`config.mk`:
```
export PLATFORM = sky130hd
export DESIGN_NAME = rx_dest_filter
export DESIGN_NICKNAME = d
export VERILOG_FILES = /design/src/rtl/rxf_pkg.sv /design/src/rtl/rxf_rst_sync.sv /design/src/rtl/rxf_cfg_regs.sv /design/src/rtl/rxf_da_collect.sv /design/src/rtl/rxf_match.sv /design/src/rtl/rx_dest_filter.sv
export SDC_FILE = /design/constraint.sdc
export NUM_CORES = 1
export LEC_CHECK = 0
export BUFFER_PORTS_ARGS = -buffer_cell sky130_fd_sc_hd__buf_2
export CAP_MARGIN = 20
export CORE_MARGIN = 5
export CORE_UTILIZATION = 50
export DETAILED_ROUTE_END_ITERATION = 16
export GPL_ROUTABILITY_DRIVEN = 0
export MAX_ROUTING_LAYER = met4
export PLACE_DENSITY = 0.75
export SKIP_CTS_REPAIR_TIMING = 1
export SYNTH_ARGS = -nofsm -noshare
export SYNTH_HDL_FRONTEND = slang
export SYNTH_SLANG_ARGS = --single-unit
export TNS_END_PERCENT = 30
```
`constraint.sdc`:
```
create_clock -name clk -period 36.4 [get_ports clk]
set_input_delay 1.82 -clock clk [delete_from_list [all_inputs] [get_ports clk]]
set_output_delay 1.82 -clock clk [all_outputs]
set_load 0.05 [all_outputs]
```
`src/rtl/rxf_pkg.sv`:
```
package rxf_pkg;
  localparam int REG_W     = 32;
  localparam int DA_BYTES  = 6;
  localparam int DA_W      = DA_BYTES * 8;
  localparam int HASH_W    = 6;
  localparam int HASH_BINS = 1 << HASH_W;
  localparam int N_HIT     = 4;
  localparam int SEL_W     = 3;
  localparam int HI_W      = DA_W - REG_W;

  localparam logic [SEL_W-1:0] SEL_U0_LO  = 3'd0;
  localparam logic [SEL_W-1:0] SEL_U0_HI  = 3'd1;
  localparam logic [SEL_W-1:0] SEL_U1_LO  = 3'd2;
  localparam logic [SEL_W-1:0] SEL_U1_HI  = 3'd3;
  localparam logic [SEL_W-1:0] SEL_TAB_LO = 3'd4;
  localparam logic [SEL_W-1:0] SEL_TAB_HI = 3'd5;
  localparam logic [SEL_W-1:0] SEL_CTRL   = 3'd6;

  localparam int CB_U0       = 0;
  localparam int CB_U1       = 1;
  localparam int CB_HASH_ALL = 2;
  localparam int CB_BCAST    = 3;
  localparam int CB_FDX      = 7;

  localparam int HIT_U0   = 0;
  localparam int HIT_U1   = 1;
  localparam int HIT_BC   = 2;
  localparam int HIT_HASH = 3;

  typedef struct packed {
    logic [DA_W-1:0]      uni0;
    logic [DA_W-1:0]      uni1;
    logic [HASH_BINS-1:0] gtab;
    logic                 en_u0;
    logic                 en_u1;
    logic                 hash_all;
    logic                 en_bc;
  } rxf_cfg_t;
endpackage

```
`src/rtl/rxf_rst_sync.sv`:
```
module rxf_rst_sync (
  input  logic clk,
  input  logic rst_n,
  output logic rst_sync_n
);
  logic s0_q, s1_q;

  always_ff @(posedge clk or negedge rst_n) begin
    if (!rst_n) begin
      s0_q <= 1'b0;
      s1_q <= 1'b0;
    end else begin
      s0_q <= 1'b1;
      s1_q <= s0_q;
    end
  end

  assign rst_sync_n = s1_q;
endmodule

```
`src/rtl/rxf_cfg_regs.sv`:
```
module rxf_cfg_regs
  import rxf_pkg::*;
(
  input  logic             clk,
  input  logic             rst_n,
  input  logic             wr_en,
  input  logic [SEL_W-1:0] wr_sel,
  input  logic [REG_W-1:0] wr_data,
  output rxf_cfg_t         cfg,
  output logic             full_duplex
);
  localparam int N_WORDS = 7;

  logic [N_WORDS-1:0] ld;
  logic [REG_W-1:0]   u0_lo_q, u1_lo_q, tab_lo_q, tab_hi_q;
  logic [HI_W-1:0]    u0_hi_q, u1_hi_q;
  logic               en_u0_q, en_u1_q, hash_all_q, en_bc_q, fdx_q;

  // word-select decode into per-register clock enables
  always_comb begin
    ld = '0;
    if (wr_en) begin
      for (int i = 0; i < N_WORDS; i++) begin
        if (wr_sel == SEL_W'(i)) ld[i] = 1'b1;
      end
    end
  end

  always_ff @(posedge clk or negedge rst_n) begin
    if (!rst_n) begin
      u0_lo_q    <= '0;
      u0_hi_q    <= '0;
      u1_lo_q    <= '0;
      u1_hi_q    <= '0;
      tab_lo_q   <= '0;
      tab_hi_q   <= '0;
      en_u0_q    <= 1'b0;
      en_u1_q    <= 1'b0;
      hash_all_q <= 1'b0;
      en_bc_q    <= 1'b0;
      fdx_q      <= 1'b0;
    end else begin
      if (ld[SEL_U0_LO])  u0_lo_q  <= wr_data;
      if (ld[SEL_U0_HI])  u0_hi_q  <= wr_data[HI_W-1:0];
      if (ld[SEL_U1_LO])  u1_lo_q  <= wr_data;
      if (ld[SEL_U1_HI])  u1_hi_q  <= wr_data[HI_W-1:0];
      if (ld[SEL_TAB_LO]) tab_lo_q <= wr_data;
      if (ld[SEL_TAB_HI]) tab_hi_q <= wr_data;
      if (ld[SEL_CTRL]) begin
        en_u0_q    <= wr_data[CB_U0];
        en_u1_q    <= wr_data[CB_U1];
        hash_all_q <= wr_data[CB_HASH_ALL];
        en_bc_q    <= wr_data[CB_BCAST];
        fdx_q      <= wr_data[CB_FDX];
      end
    end
  end

  always_comb begin
    cfg.uni0     = {u0_hi_q, u0_lo_q};
    cfg.uni1     = {u1_hi_q, u1_lo_q};
    cfg.gtab     = {tab_hi_q, tab_lo_q};
    cfg.en_u0    = en_u0_q;
    cfg.en_u1    = en_u1_q;
    cfg.hash_all = hash_all_q;
    cfg.en_bc    = en_bc_q;
  end

  assign full_duplex = fdx_q;
endmodule

```
`src/rtl/rxf_da_collect.sv`:
```
module rxf_da_collect
  import rxf_pkg::*;
#(
  parameter int NBYTES = DA_BYTES
) (
  input  logic              clk,
  input  logic              rst_n,
  input  logic              in_valid,
  input  logic              in_first,
  input  logic [7:0]        in_byte,
  input  rxf_cfg_t          cfg_live,
  output logic              last_now,
  output logic [NBYTES*8-1:0] da_now,
  output rxf_cfg_t          cfg_snap
);
  localparam int CNT_W = $clog2(NBYTES + 1);
  localparam int NHOLD = NBYTES - 1;

  logic [CNT_W-1:0]       cnt_q, cnt_d;
  logic [NHOLD-1:0][7:0]  hold_q;
  logic [NHOLD-1:0]       hold_en;
  logic                   take_first, take_more;
  rxf_cfg_t               snap_q;

  // cnt_q = 0: no address in progress; otherwise bytes already held
  assign take_first = in_valid & in_first;
  assign take_more  = in_valid & ~in_first & (cnt_q != '0);
  assign last_now   = take_more & (cnt_q == CNT_W'(NHOLD));

  always_comb begin
    cnt_d = cnt_q;
    if (take_first)    cnt_d = CNT_W'(1);
    else if (last_now) cnt_d = '0;
    else if (take_more) cnt_d = cnt_q + CNT_W'(1);
  end

  always_ff @(posedge clk or negedge rst_n) begin
    if (!rst_n) cnt_q <= '0;
    else        cnt_q <= cnt_d;
  end

  for (genvar i = 0; i < NHOLD; i++) begin : g_hold
    if (i == 0) begin : g_first
      assign hold_en[i] = take_first;
    end else begin : g_rest
      assign hold_en[i] = take_more & (cnt_q == CNT_W'(i));
    end

    always_ff @(posedge clk or negedge rst_n) begin
      if (!rst_n)          hold_q[i] <= '0;
      else if (hold_en[i]) hold_q[i] <= in_byte;
    end
  end

  always_ff @(posedge clk or negedge rst_n) begin
    if (!rst_n)          snap_q <= '0;
    else if (take_first) snap_q <= cfg_live;
  end

  assign da_now   = {in_byte, hold_q};
  assign cfg_snap = snap_q;
endmodule

```
`src/rtl/rxf_match.sv`:
```
module rxf_match
  import rxf_pkg::*;
(
  input  logic [DA_W-1:0]  da,
  input  rxf_cfg_t         cfg,
  output logic [N_HIT-1:0] hit
);
  localparam int NSLICE = DA_W / HASH_W;

  logic [HASH_W-1:0] idx;
  logic              group;

  // fold the wire-ordered address into a bin index
  always_comb begin
    idx = '0;
    for (int j = 0; j < NSLICE; j++) idx ^= da[j*HASH_W +: HASH_W];
  end

  assign group = da[0];

  always_comb begin
    hit           = '0;
    hit[HIT_U0]   = cfg.en_u0 & (da == cfg.uni0);
    hit[HIT_U1]   = cfg.en_u1 & (da == cfg.uni1);
    hit[HIT_BC]   = cfg.en_bc & (&da);
    hit[HIT_HASH] = (group | cfg.hash_all) & cfg.gtab[idx];
  end
endmodule

```
`src/rtl/rx_dest_filter.sv`:
```
module rx_dest_filter
  import rxf_pkg::*;
(
  input  logic             clk,
  input  logic             rst_n,
  input  logic             cfg_wr_en,
  input  logic [2:0]       cfg_wr_sel,
  input  logic [31:0]      cfg_wr_data,
  input  logic             rx_valid,
  input  logic             rx_first,
  input  logic [7:0]       rx_byte,
  output logic             vd_valid,
  output logic             vd_accept,
  output logic [3:0]       vd_hit,
  output logic             mac_full_duplex
);
  logic             rst_sync_n;
  rxf_cfg_t         cfg_live, cfg_snap;
  logic             last_now;
  logic [DA_W-1:0]  da_now;
  logic [N_HIT-1:0] hit_now;

  logic             vd_valid_q, vd_valid_d;
  logic             vd_accept_q, vd_accept_d;
  logic [N_HIT-1:0] vd_hit_q, vd_hit_d;

  rxf_rst_sync u_rst (
    .clk        (clk),
    .rst_n      (rst_n),
    .rst_sync_n (rst_sync_n)
  );

  rxf_cfg_regs u_regs (
    .clk         (clk),
    .rst_n       (rst_sync_n),
    .wr_en       (cfg_wr_en),
    .wr_sel      (cfg_wr_sel),
    .wr_data     (cfg_wr_data),
    .cfg         (cfg_live),
    .full_duplex (mac_full_duplex)
  );

  rxf_da_collect #(.NBYTES(DA_BYTES)) u_collect (
    .clk      (clk),
    .rst_n    (rst_sync_n),
    .in_valid (rx_valid),
    .in_first (rx_first),
    .in_byte  (rx_byte),
    .cfg_live (cfg_live),
    .last_now (last_now),
    .da_now   (da_now),
    .cfg_snap (cfg_snap)
  );

  rxf_match u_match (
    .da  (da_now),
    .cfg (cfg_snap),
    .hit (hit_now)
  );

  always_comb begin
    vd_valid_d  = last_now;
    vd_hit_d    = last_now ? hit_now : '0;
    vd_accept_d = last_now & (|hit_now);
  end

  always_ff @(posedge clk or negedge rst_sync_n) begin
    if (!rst_sync_n) begin
      vd_valid_q  <= 1'b0;
      vd_accept_q <= 1'b0;
      vd_hit_q    <= '0;
    end else begin
      vd_valid_q  <= vd_valid_d;
      vd_accept_q <= vd_accept_d;
      vd_hit_q    <= vd_hit_d;
    end
  end

  assign vd_valid  = vd_valid_q;
  assign vd_accept = vd_accept_q;
  assign vd_hit    = vd_hit_q;
endmodule

```
==> flow_summary_export.csv <==
group,metric,value,unit
global_routing,via_count_of_the_first_global_routing_pass,9786,
worst_setup_path,critical_path.max_stage_delay,0.54,ns
placed_design,hpwl,26300,µm
global_routing,initial_antenna_violation_count,3,
timing,worst_slew_pin_slew,1.11,ns
power_and_ir_drop,net_switching,0.498,mW
timing,maxClockFrequency,269,MHz
routing,drtAntennaViolNets,0,
worst_setup_path,setup.worst_path.start_class,"input pin",
worst_hold_path,hold_path_class,"reg2async",
timing,post-route-period-util,10.2,%
final_layout,ratio_of_cells_with_drive_above_1_in_the_final_layout,42.9,%
power_and_ir_drop,leakage,8.02,nW
final_layout,mostFrequentLayoutCell,"dfrtp_1",
power_and_ir_drop,vdd_drop_max,0.0574,mV
power_and_ir_drop,share_clk_of_total_power,26.9,%
synthesis,postSynthNetCount,1164,
placed_design,quantity_of_i_o_buffers_inserted_on_ports,54,
routing,drc,0,
synthesis,biggest_area_contributors_in_the_synthesized_netlist,"dfrtp_1 (58%), mux2_2 (25%), xnor2_1 (4.4%)",
synthesis,post_synth_inst_count,1111,
power_and_ir_drop,pwr-share-comb,31.5,%
floorplanning,die-area,0.0363,mm²
power_and_ir_drop,switching_share,32.0,%
timing,hold_slack,0.275,ns
worst_setup_path,cp_cell_sequence,"buf_2 > xnor2_1 > xnor2_1 > xnor2_2 > buf_4 > mux4_2 > mux2i_1 > nor3_1 > nor4_2 > nand4_1",
global_routing,grt_usage,21.6,%
timing,setup_violations,0,
final_layout,antenna-diode-count,0,
placed_design,place_inst,1565,
synthesis,netlist-cell-type-count,46,
global_routing,total_global_routing_overflow,0,
clock_network,clock_latency_on_the_worst_skew_pair,0.53,ns
final_layout,nets,1220,
floorplanning,chipWidth,191,µm
timing,rsz0062_at_grt,"false",
timing,finalCriticalPeriod,3.72,ns
clock_network,cts_tree,"done",
routing,sum_of_routed_wire_length_over_all_layers,37500,µm
clock_network,tritoncts_num_sinks,380,
synthesis,ys_seq_elements,380,
synthesis,post_synth.cell_area_avg,14.7,µm²
final_layout,final_cell_mix,"dfrtp_1 (379), mux2_2 (364), xnor2_1 (80)",
final_layout,multi_input_area,0.00655,mm²
synthesis,mappedNetlistArea,0.0163,mm²
timing,maxSlewHeadroom,25.9,%
routing,per_cell_via_count_in_the_routed_design,5.68,
floorplanning,coreArea,0.0324,mm²
power_and_ir_drop,power.sequential.fraction,41.5,%
timing,hold_violations,0,
worst_setup_path,critical-path-top-cell-by-count,"xnor2_1",
timing,setup_total_negative_slack,0,ns
flow_run,maxCapViolCount,0,
worst_setup_path,critical_path.slowest_cell,"mux4_2",
routing,drt_iter0_markers,713,
clock_network,clkSlewWorstSetupHoldPaths,0.06,ns
worst_setup_path,path_max_fanout,20,
routing,dr.pass1.iters,7,
power_and_ir_drop,power_density,84.2,mW/mm²
timing,drv_slew,0,
global_routing,grt_max_degree,202,
synthesis,yosys_warnings,0,
final_layout,utilization,57.1,%
final_layout,non_filler_instance_count_after_layout,1638,
power_and_ir_drop,p_int,1.06,mW
clock_network,tritoncts.num_buffers,40,
worst_setup_path,r2r.worst_path.cells,9,
final_layout,layout-area-overhead-vs-synth,13.2,%
floorplanning,rows,66,
worst_setup_path,cp.arrival,4.11,ns
floorplanning,boundaryPins,55,
worst_setup_path,criticalPathCategory,"in2reg",
final_layout,area.sequential,0.00951,mm²
synthesis,post-synth-top-area-cell,"dfrtp_1",
clock_network,clockBufferDepth,3,
run_status,status,"complete, no violations",
floorplanning,initial_core_util,50.4,%
routing,vias,9305,
worst_setup_path,worst-endpoint-required,36.79,ns
global_routing,grt_pass1_wl,58300,µm
clock_network,h-tree-depth,2,
synthesis,synth.yosys.seq_area_share,58.3,%
floorplanning,die_y,191,µm
routing,route.detailed.wl_per_inst,22.9,µm
synthesis,area_share_of_the_leading_cell_type_in_the_synthesized_netlist,58.3,%
final_layout,fillers,2648,
timing,finClkSkew,0.0165,ns
clock_network,root_driver,"clkbuf_16",
worst_setup_path,worst_setup_path_end_kind,"flop",
-- cell type report --
| cell class | count | area share [%] |
|---|---|---|
| clock buffers | 58 | 6.45 |
| multi-input cells | 661 | 35.4 |
| well taps | 442 | 2.99 |
| repair buffers | 68 | 2.27 |
| inverters | 16 | 0.325 |
| clock inverters | 13 | 1.01 |
| flip-flops and latches | 380 | 51.5 |
-- worst paths after layout --
path | startpoint | to | slack, ns
worst max register to register | u_collect.da_now[30] | vd_accept | 33.53
worst min register to register | u_rst.rst_sync_n | u_regs.tab_hi_q[2] | 0.27
max in group asynchronous | u_rst.rst_sync_n | u_collect.da_now[21] | 34.72
worst max-delay path | rx_byte[2] | vd_accept | 32.68
min in group clk | u_rst.s0_q | u_rst.rst_sync_n | 0.35
worst min-delay path | u_rst.rst_sync_n | u_regs.tab_hi_q[2] | 0.27
-- Yosys cell counts (all sizes together) --
| cell type | count |
|---|---|
| nor2b | 4 |
| o211ai | 2 |
| nor4 | 20 |
| o221ai | 1 |
| dfrtp | 380 |
| buf | 6 |
| xor2 | 45 |
| nand3 | 11 |
| nand4b | 3 |
| mux2i | 7 |
| nand4 | 27 |
| a2bb2oi | 1 |
| inv | 16 |
| mux4 | 12 |
| conb | 1 |
| mux2 | 365 |
| nor3b | 3 |
| or2b | 1 |
| a221oi | 4 |
| and3 | 3 |
| o211a | 1 |
| and2 | 1 |
| o311a | 1 |
| a2111oi | 1 |
| nor3 | 7 |
| a222oi | 1 |
| clkbuf | 48 |
| o21ai | 8 |
| xnor2 | 82 |
| and2b | 1 |
| a32o | 1 |
| nand2b | 2 |
| nor2 | 8 |
| o31ai | 1 |
| nand2 | 25 |
| ha | 5 |
| and4 | 1 |
| o22ai | 4 |
| nand3b | 1 |
-- worst max-delay path, delay by kind of cell --
| family | cells | cell delay [ns] |
|---|---|---|
| AND/OR/NAND/NOR | 3 | 0.52 |
| multiplexers | 2 | 0.72 |
| buffers and inverters | 2 | 0.49 |
| XOR/XNOR | 3 | 0.55 |
-- power groups by stage --
stage	clock network [mW]	registers (mW)	logic, mW
2_1_floorplan	0	0.610	0.400
4_1_cts	0.426	0.647	0.482
3_5_place_dp	0	0.654	0.478
5_1_grt	0.445	0.659	0.530
3_3_place_gp	0	0.650	0.465
6_report	0.419	0.646	0.491
-- routing by layer --
layer  routed length [µm]  track usage, %  vias to the layer above
met1                16000            29.0                     4895
li1                     -               -                     4076
met2                18500            34.8                      248
met4                 1160            6.22                        0
met3                 1870            3.13                       86
met5                    0               -                        -
-- per-stage QoR --
stage               instance area (µm²)  setup slack, ns  power [mW]
floorplan                         16300            25.02        1.01
global placement                  17000            32.03        1.12
detailed placement                17000            31.93        1.13
CTS                               18400            32.48        1.56
global route                      18500            32.54        1.63
finish                            18500            32.68        1.56
-- logic make-up after synthesis --
group           Yosys count  synth area share, %
xor+xnor                127                 6.82
mux                     384                 27.4
flops                   380                 58.3
fa+ha+maj                 5                0.383
simple gates            118                 4.04
compound gates           26                 1.16
buf+inv                  70                 1.86
other cells               1               0.0230
-- registers in the layout (all words and copies together) (netlist names), 3 cells and up --
name and flops:
vd_hit 4, u_collect.da_now 40, u_regs.u0_lo_q 32, u_regs.u1_lo_q 32, u_regs.tab_hi_q 32, u_regs.tab_lo_q 32
u_collect.cnt_q 3, u_collect.cfg_snap 164, u_regs.u0_hi_q 16, u_regs.u1_hi_q 16
No activity file was read; power rests on OpenSTA's default activity.
